File: config.mk
export PLATFORM = sky130hd
export DESIGN_NAME = evt_irq_unit
export DESIGN_NICKNAME = d
export VERILOG_FILES = /design/src/rtl/evt_irq_pkg.sv /design/src/rtl/evt_alarm_cmp.sv /design/src/rtl/evt_bcd_stage.sv /design/src/rtl/evt_bcd_timer.sv /design/src/rtl/evt_pulse_sel.sv /design/src/rtl/evt_flag.sv /design/src/rtl/evt_irq_unit.sv
export SDC_FILE = /design/constraint.sdc
export NUM_CORES = 1
export LEC_CHECK = 0
export CORE_MARGIN = 1.5
export CORE_UTILIZATION = 36
export CTS_CLUSTER_SIZE = 20
export DETAILED_ROUTE_END_ITERATION = 12
export PLACE_DENSITY = 0.76
export SLEW_MARGIN = 20
export SYNTH_ARGS = -nofsm -noshare
export SYNTH_HDL_FRONTEND = slang
export SYNTH_SLANG_ARGS = --single-unit
File: constraint.sdc
create_clock -name clk_i -period 1.7 [get_ports clk_i]
set_input_delay 0.255 -clock clk_i [delete_from_list [all_inputs] [get_ports clk_i]]
set_output_delay 0.255 -clock clk_i [all_outputs]
set_load 0.005 [all_outputs]
File: src/rtl/evt_irq_pkg.sv
package evt_irq_pkg;
  localparam int unsigned FIELD_W    = 8;
  localparam int unsigned ALM_FIELDS = 5;
  localparam int unsigned TMR_STAGES = 4;
  localparam int unsigned RATE_W     = 4;
  localparam int unsigned SRC_N      = 3;

  localparam int unsigned IDX_PULSE = 0;
  localparam int unsigned IDX_ALARM = 1;
  localparam int unsigned IDX_TIMER = 2;

  localparam logic [FIELD_W-1:0] WILDCARD = 8'hFF;

  // wrap value of each timer stage, packed BCD
  function automatic logic [FIELD_W-1:0] stage_limit(input int unsigned idx);
    case (idx)
      0:       return 8'h99;
      1, 2:    return 8'h59;
      default: return 8'h23;
    endcase
  endfunction
endpackage

File: src/rtl/evt_alarm_cmp.sv
module evt_alarm_cmp #(
  parameter int unsigned   N    = 5,
  parameter int unsigned   W    = 8,
  parameter logic [W-1:0]  WILD = '1
) (
  input  logic           clk_i,
  input  logic           rst_ni,
  input  logic           tick_i,
  input  logic           en_i,
  input  logic [N*W-1:0] now_i,
  input  logic [N*W-1:0] ref_i,
  output logic           hit_o
);
  logic [N-1:0] fld_ok;
  logic         match_now;
  logic         seen_q;

  for (genvar g = 0; g < N; g++) begin : g_fld
    assign fld_ok[g] = (ref_i[g*W +: W] == WILD) || (ref_i[g*W +: W] == now_i[g*W +: W]);
  end

  assign match_now = en_i & (&fld_ok);

  // one flop remembers whether the previous tick already matched
  always_ff @(posedge clk_i or negedge rst_ni) begin
    if (!rst_ni)     seen_q <= 1'b0;
    else if (tick_i) seen_q <= match_now;
  end

  assign hit_o = tick_i & match_now & ~seen_q;
endmodule

File: src/rtl/evt_bcd_stage.sv
module evt_bcd_stage #(
  parameter int unsigned  W     = 8,
  parameter logic [W-1:0] LIMIT = 8'h99
) (
  input  logic         clk_i,
  input  logic         rst_ni,
  input  logic         load_i,
  input  logic [W-1:0] load_val_i,
  input  logic         inc_i,
  output logic [W-1:0] val_o,
  output logic         wrap_o
);
  localparam int unsigned NIB = W / 2;

  logic [W-1:0]   val_q;
  logic [W-1:0]   val_inc;
  logic [NIB-1:0] units;
  logic [NIB-1:0] tens;

  assign units  = val_q[NIB-1:0];
  assign tens   = val_q[W-1:NIB];
  assign wrap_o = inc_i & (val_q == LIMIT);

  always_comb begin
    if (val_q == LIMIT)                 val_inc = '0;
    else if (units >= NIB'(9))          val_inc = {tens + NIB'(1), {NIB{1'b0}}};
    else                                val_inc = {tens, units + NIB'(1)};
  end

  always_ff @(posedge clk_i or negedge rst_ni) begin
    if (!rst_ni)     val_q <= '0;
    else if (load_i) val_q <= load_val_i;
    else if (inc_i)  val_q <= val_inc;
  end

  assign val_o = val_q;
endmodule

File: src/rtl/evt_bcd_timer.sv
module evt_bcd_timer
  import evt_irq_pkg::*;
#(
  parameter int unsigned STAGES = TMR_STAGES,
  parameter int unsigned W      = FIELD_W
) (
  input  logic            clk_i,
  input  logic            rst_ni,
  input  logic            load_i,
  input  logic [STAGES*W-1:0] load_val_i,
  input  logic            count_i,
  output logic [STAGES*W-1:0] val_o,
  output logic            roll_o
);
  logic [STAGES:0] carry;

  assign carry[0] = count_i & ~load_i;

  for (genvar g = 0; g < STAGES; g++) begin : g_stage
    evt_bcd_stage #(
      .W     (W),
      .LIMIT (stage_limit(g))
    ) u_stage (
      .clk_i      (clk_i),
      .rst_ni     (rst_ni),
      .load_i     (load_i),
      .load_val_i (load_val_i[g*W +: W]),
      .inc_i      (carry[g]),
      .val_o      (val_o[g*W +: W]),
      .wrap_o     (carry[g+1])
    );
  end

  assign roll_o = carry[STAGES];
endmodule

File: src/rtl/evt_pulse_sel.sv
module evt_pulse_sel
  import evt_irq_pkg::*;
#(
  parameter int unsigned W = FIELD_W
) (
  input  logic              tick_i,
  input  logic              en_i,
  input  logic              hold_i,
  input  logic [RATE_W-1:0] sel_i,
  input  logic [W-1:0]      hsec_i,
  input  logic [W-1:0]      sec_i,
  output logic              fire_o
);
  logic [RATE_W-1:0] due;

  assign due[0] = 1'b1;
  assign due[1] = (hsec_i[W/2-1:0] == '0);
  assign due[2] = (hsec_i == '0);
  assign due[3] = (hsec_i == '0) && (sec_i == '0);

  assign fire_o = tick_i & en_i & ~hold_i & $onehot(sel_i) & (|(sel_i & due));
endmodule

File: src/rtl/evt_flag.sv
module evt_flag (
  input  logic clk_i,
  input  logic rst_ni,
  input  logic set_i,
  input  logic clr_i,
  output logic q_o
);
  logic q;

  // set has priority over a coincident clear
  always_ff @(posedge clk_i or negedge rst_ni) begin
    if (!rst_ni) q <= 1'b0;
    else         q <= set_i | (q & ~clr_i);
  end

  assign q_o = q;
endmodule

File: src/rtl/evt_irq_unit.sv
module evt_irq_unit
  import evt_irq_pkg::*;
#(
  parameter int unsigned FW  = FIELD_W,
  parameter int unsigned NAF = ALM_FIELDS,
  parameter int unsigned NTS = TMR_STAGES
) (
  input  logic              clk_i,
  input  logic              rst_ni,
  input  logic              tick_i,
  input  logic              standby_i,
  input  logic [NAF*FW-1:0] clk_fields_i,
  input  logic [NAF*FW-1:0] alm_fields_i,
  input  logic              alm_en_i,
  input  logic              tmr_en_i,
  input  logic              pls_en_i,
  input  logic              alm_mask_i,
  input  logic              tmr_mask_i,
  input  logic              pls_mask_i,
  input  logic [RATE_W-1:0] rate_sel_i,
  input  logic [SRC_N-1:0]  clr_i,
  input  logic              tmr_load_i,
  input  logic [NTS*FW-1:0] tmr_load_val_i,
  output logic [NTS*FW-1:0] tmr_val_o,
  output logic [SRC_N-1:0]  flags_o,
  output logic              irq_no
);
  logic [SRC_N-1:0] evt;
  logic [SRC_N-1:0] flag_q;
  logic             alm_hit;
  logic             tmr_roll;
  logic             pls_fire;
  logic             alm_req;
  logic             run_req;

  evt_alarm_cmp #(
    .N    (NAF),
    .W    (FW),
    .WILD (WILDCARD)
  ) u_alarm (
    .clk_i  (clk_i),
    .rst_ni (rst_ni),
    .tick_i (tick_i),
    .en_i   (alm_en_i),
    .now_i  (clk_fields_i),
    .ref_i  (alm_fields_i),
    .hit_o  (alm_hit)
  );

  evt_bcd_timer #(
    .STAGES (NTS),
    .W      (FW)
  ) u_timer (
    .clk_i      (clk_i),
    .rst_ni     (rst_ni),
    .load_i     (tmr_load_i),
    .load_val_i (tmr_load_val_i),
    .count_i    (tick_i & tmr_en_i),
    .val_o      (tmr_val_o),
    .roll_o     (tmr_roll)
  );

  evt_pulse_sel #(
    .W (FW)
  ) u_pulse (
    .tick_i (tick_i),
    .en_i   (pls_en_i),
    .hold_i (standby_i),
    .sel_i  (rate_sel_i),
    .hsec_i (clk_fields_i[FW-1:0]),
    .sec_i  (clk_fields_i[2*FW-1:FW]),
    .fire_o (pls_fire)
  );

  assign evt[IDX_PULSE] = pls_fire;
  assign evt[IDX_ALARM] = alm_hit;
  assign evt[IDX_TIMER] = tmr_roll;

  for (genvar g = 0; g < SRC_N; g++) begin : g_flag
    evt_flag u_flag (
      .clk_i  (clk_i),
      .rst_ni (rst_ni),
      .set_i  (evt[g]),
      .clr_i  (clr_i[g]),
      .q_o    (flag_q[g])
    );
  end

  // only the alarm path survives standby
  assign alm_req = flag_q[IDX_ALARM] & alm_mask_i;
  assign run_req = (flag_q[IDX_TIMER] & tmr_mask_i) | (flag_q[IDX_PULSE] & pls_mask_i);
  assign irq_no  = ~(alm_req | (~standby_i & run_req));
  assign flags_o = flag_q;
endmodule

-- Word level (Yosys, flattened, before mapping)
Index checks and enable logic that the tools add are counted.
W data, S select, Z words.
- output and inout bits: 36
- flip-flop bits (word level): 36
- word-level logic and storage cells: 114
- $add $sub $neg: 11
- equality and inequality tests: 15
- reductions and logical operators: 23
- mux-type cells: 16
- magnitude comparators: 4
- bitwise logic cells: 33
- operators by type and width (cell ; count):
    $mux W8 ; 16
    $eq A8 B8 Y1 const B ; 6
    $eq A8 B8 Y1 ; 5
    $add A4 B1 Y4 const B ; 8
    $and A1 B1 Y1 ; 20
    $eq A8 B7 Y1 const B ; 2
    $ge A4 B4 Y1 const B ; 4
    $logic_not A8 Y1 ; 2
    $reduce_bool A3 Y1 ; 4
    $eq A8 B6 Y1 const B ; 1
    $reduce_and A2 Y1 ; 4
    $reduce_bool A2 Y1 ; 4
    $not A1 Y1 ; 7
    $logic_or A1 B1 Y1 ; 5
    $or A1 B1 Y1 ; 5
    $reduce_and A5 Y1 ; 1
    $add A1 B1 Y2 ; 2
    $and A4 B4 Y4 ; 1
    $logic_not A4 Y1 ; 1
    $reduce_or A4 Y1 ; 1
    $add A3 B3 Y3 ; 1
    $eq A3 B1 Y1 const B ; 1
    $logic_and A1 B1 Y1 ; 1

-- Depth between registers and ports, before layout
- depth after elaboration: 7
- depth in mapped cells: 8
- mapped depth without buffers: 7

-- Cells and area by module
From an unflattened synthesis, not the netlist that was laid out.
- cells, all modules: 351
- area total of the unflattened synthesis: 3184.3 um^2
- by module, submodules not included (module ; instances ; seq. area each (um^2) ; area each (um^2) ; cells each):
    evt_bcd_stage (u_timer.g_stage[1].u_stage ...) ; 2 ; 200.2 ; 584.3 ; 62
    evt_bcd_stage (u_timer.g_stage[0].u_stage) ; 1 ; 200.2 ; 588.1 ; 67
    evt_alarm_cmp ; 1 ; 25.0 ; 563.0 ; 71
    evt_bcd_stage (u_timer.g_stage[3].u_stage) ; 1 ; 200.2 ; 543.0 ; 58
    evt_pulse_sel ; 1 ; 0.0 ; 165.2 ; 18
    evt_flag ; 3 ; 25.0 ; 36.3 ; 3
    evt_irq_unit ; 1 ; 0.0 ; 33.8 ; 3
    evt_bcd_timer ; 1 ; 0.0 ; 13.8 ; 1

-- Least setup slack after synthesis
OpenSTA, ideal clock, no wires.
- path type: register -> register
- start: register u_timer.g_stage[0].u_stage.val_q[1]
- end: register u_timer.g_stage[3].u_stage.val_q[5]
- required time: 1575 ps
- setup time: 125 ps
- arrival: 1816 ps
- slack: -242 ps
- buffers on the path: 1
- stages on the path, launching flop included: 9
- period minus slack after synthesis: 1942 ps
- cell sequence: dfrtp_1 inv_1 ha_1 and4b_1 and3_4 and3_1 buf_6 o21ai_4 mux2_4
- word-level cells in the longest chain between the ends: 6
- ends and longest elaborated chain (what ; RTL line ; source):
    from (decl) ; evt_bcd_stage.sv:15 ; logic [W-1:0] val_q;
    from (signal assigned) ; evt_bcd_stage.sv:32 ; else if (load_i) val_q <= load_val_i;
    from (signal assigned) ; evt_bcd_stage.sv:33 ; else if (inc_i) val_q <= val_inc;
    $eq A8 B8 Y1 ; evt_bcd_stage.sv:22 ; assign wrap_o = inc_i & (val_q == LIMIT);
    $and A1 B1 Y1 (3 in series) ; evt_bcd_stage.sv:22 ;
    $reduce_bool A2 Y1 (no line) ; -- ;
    $reduce_and A2 Y1 (no line) ; -- ;
    to (signal assigned) ; evt_bcd_stage.sv:32 ;
    to (signal assigned) ; evt_bcd_stage.sv:33 ;
    to (decl) ; evt_bcd_stage.sv:15 ;
No other way between the ends.
A chain may end at the register's enable or synchronous reset.

-- Final worst setup path
- start: register u_timer.g_stage[3].u_stage.val_q[1]
- end: register u_timer.g_stage[3].u_stage.val_q[5]
- word-level cells in the longest chain between the ends: 4
- elaborated cells on any way between the ends: 7
- those cells by class: order compare: 1; eq/ne: 1; mux: 3; reduce/logical: 2
- ends and longest elaborated chain (what):
    branches (longest 4 deep; another with $ge A4 B4 Y1)
Parallel ways; which one is timed is not known. The select of a mux whose other input is x is not followed.

==> results.ini <==
[final_layout]
antenna_cells=0
synthToLayoutAreaGrowth_pct=91.8
nNetsFinal=746
drive_gt1_share_pct=26.5
fillers=610

[die]
die_w_um=95.6
start_util_pct=37.4
rows=33
core-area_um2=8260
num_io_pins=166
die_h_um=95.6
die-area_um2=9140

[global_routing]
grt_pass1_vias=3799
grt_pass1_wl_um=17600
grt_max_degree=26
track_usage_pct=24.7
gr-total-overflow=0
antenna_found_initial=0

[worst_setup_path]
path_delay_family=compound AO/OA/AOI/OAI gates
cp-start-kind=flop
worstPathMaxFanout=6
required_ns=1.88
cp_num_buf_inv=1
crit_chain=inv_2 -> ha_2 -> or3b_4 -> a221o_4 -> o21ai_4 -> mux2_4
slowest_stage=a221o_4
rrSetupSlack_ns=-0.26
reg2regPathDepth=6
slowest_delay_ns=0.46
end_kind=flop
cp.depth=6
worst_ep_arrival_time_ns=2.15
reg2reg_to=u_timer.g_stage[3].u_stage.val_o[5]
startpoint=u_timer.g_stage[3].u_stage.val_o[1]
rr_startpoint=u_timer.g_stage[3].u_stage.val_o[1]
crit_end=u_timer.g_stage[3].u_stage.val_o[5]
path_class=flop to flop

[logic_synthesis]
synth_edf_count=0
synth.most_common_cell=xnor2_1
ys_ff_latch=36
ys_warn_count=0
synth_top_cell_by_area=dfrtp_1
synth_top_family_by_area=simple AND/OR/NAND/NOR gates
synthMuxAreaShare_pct=1.78
synthCells=347
syn_avg_cell_area_um2=8.89
syn_area_um2=3090
ys.flop_type=dfrtp_1
synth_common_cells=xnor2_1 (40), dfrtp_1 (36), inv_1 (26), nand2_1 (25), ha_1 (23)
yosys.area_share.xor_xnor_pct=11.6
synthSimpleGateAreaFrac_pct=21.1
yosysSeqAreaShare_pct=29.2
synthAdderAreaFrac_pct=9.98
synth.distinct_cells=62
synth_top_area_share_pct=29.2
synth_fp_nets=501
synth_compound_area_share_pct=21.0
synthTopCellsByArea=dfrtp_1 (29%), xnor2_1 (11%), ha_1 (9.3%)
synthArstFlopShare_pct=100

[clock_tree]
clk_pin_slew_ns=0.07
clockBufferDepth=2
clock_sinks=36
htreeDepth=2
cts_tree=yes
cts_root_buffer=clkbuf_8
cts_buffers=5
worstSkewPairLatency_ns=0.29

[timing]
rsz0062_at_grt=true
worst_pin_slew_ns=0.557
setup_tns_ns=-2.85
fin_skew_ns=0.00676
slew_headroom_pct=62.9
hold_slack_ns=0.397
period_share_pct=116
worst_slack_ns=-0.264
fmax_ghz=0.509
period_minus_slack_ns=1.96
hold_violations=0
slew_viol_final=0
finalSetupViolations=25

[routing]
drc=0
via_per_inst=5.22
drtIter0Drc=78
firstDrtPassIters=4
dr_wl_met2_um=5650
top_layer=met4
drt-total-wl_um=11100
wl_met3_um=451
wl_per_cell_um=15.9
postRouteAntennaNets=0
wl_met1_um=4600
vias=3643

[flow_run]
cap_violations=0

[place]
port_buffers=165
hpwl_um=8710
gp_congestion=1.01

[run_status]
status=finished, violations left
violations=setup timing

[min_path]
hp-class=input port to flop

[power]
p_leak_uw=0.00248
vdd_drop_max_v=0.000371
powerDensity_nw_per_um2=587

how the worst min path moves through the flow:
stage,start,end,depth (start not counted)
floorplan,rst_ni,g_flag[0].u_flag.q_o,0
global placement,rst_ni,g_flag[0].u_flag.q_o,1
detailed placement,rst_ni,g_flag[0].u_flag.q_o,1
CTS,tmr_load_i,u_timer.g_stage[0].u_stage.val_o[5],3
global route,rate_sel_i[1],g_flag[0].u_flag.q_o,4
finish,rate_sel_i[1],g_flag[0].u_flag.q_o,4
cells in the final DEF, fill, tap and decap left out, drive strengths merged, types with 5 or more instances in the layout:
cell / count
ha: 23
xnor2: 40
buf: 85
dfrtp: 36
dlymetal6s2s: 7
clkdlybuf4s50: 155
nor2: 12
a2bb2oi: 7
clkbuf: 8
and3: 9
o22ai: 8
o21ai: 23
inv: 26
nand4: 22
a21oi: 19
nand2: 25
nand3: 11
a22o: 5
where the power goes:
part,internal (µW),switching (µW),total (µW),leakage [µW]
Combinational,1070,696,1770,0.00200
Clock,331,308,639,0.0000455
Sequential,971,98.2,1070,0.000443
Total,2370,1100,3470,0.00248
worst min-delay path, stage by stage:
cell            delay [ns]
dlymetal6s2s_1        0.12
a21o_1                0.10
a21oi_1               0.07
o22ai_1               0.10
stage by stage:
step | setup WS [ns] | utilization [%] | std cells | instance area (µm²) | power, µW
6_report | -0.264 | 71.7 | 698 | 5920 | 3470
2_1_floorplan | -0.225 | - | 347 | 3130 | 1670
3_5_place_dp | -0.295 | 64.7 | 672 | 5350 | 2630
5_1_grt | -0.307 | 71.7 | 698 | 5920 | 3700
4_1_cts | -0.200 | 69.9 | 697 | 5770 | 3420
3_3_place_gp | -0.278 | 64.7 | 672 | 5350 | 2580
sequential cells by signal, indices dropped and copies added, names as in the netlist:
register	flops
g_flag.u_flag.q_o	3
u_timer.g_stage.u_stage.val_o	32
u_alarm.seen_q	1
logic make-up after synthesis:
| kind of cell | after synthesis |
|---|---|
| compound gates | 91 |
| buf+inv | 37 |
| flops | 36 |
| xor+xnor | 41 |
| mux | 5 |
| simple gates | 113 |
| fa+ha+maj | 24 |
metal layers:
metal,track usage (%),vias up
li1,-,1778
met1,29.0,1719
met2,44.1,108
met3,3.83,38
met4,10.8,0
met5,0,-
area by class of cell:
class                   count  area (µm²)  area share [%]
clock buffers               8        90.1            1.52
repair buffers            249        2370            40.0
multi-input cells         274        2330            39.3
flip-flops and latches     36         902            15.2
well taps                 105         131            2.22
inverters                  26         100            1.69
repair_timing:
action,CTS,global route
hold endpoints to repair,21,0
resized for setup,52,44
setup endpoints to repair,31,35
pin swaps,25,18
hold buffers,1,0
setup buffers,16,4
Note: power is estimated with default switching activity, not from simulation.
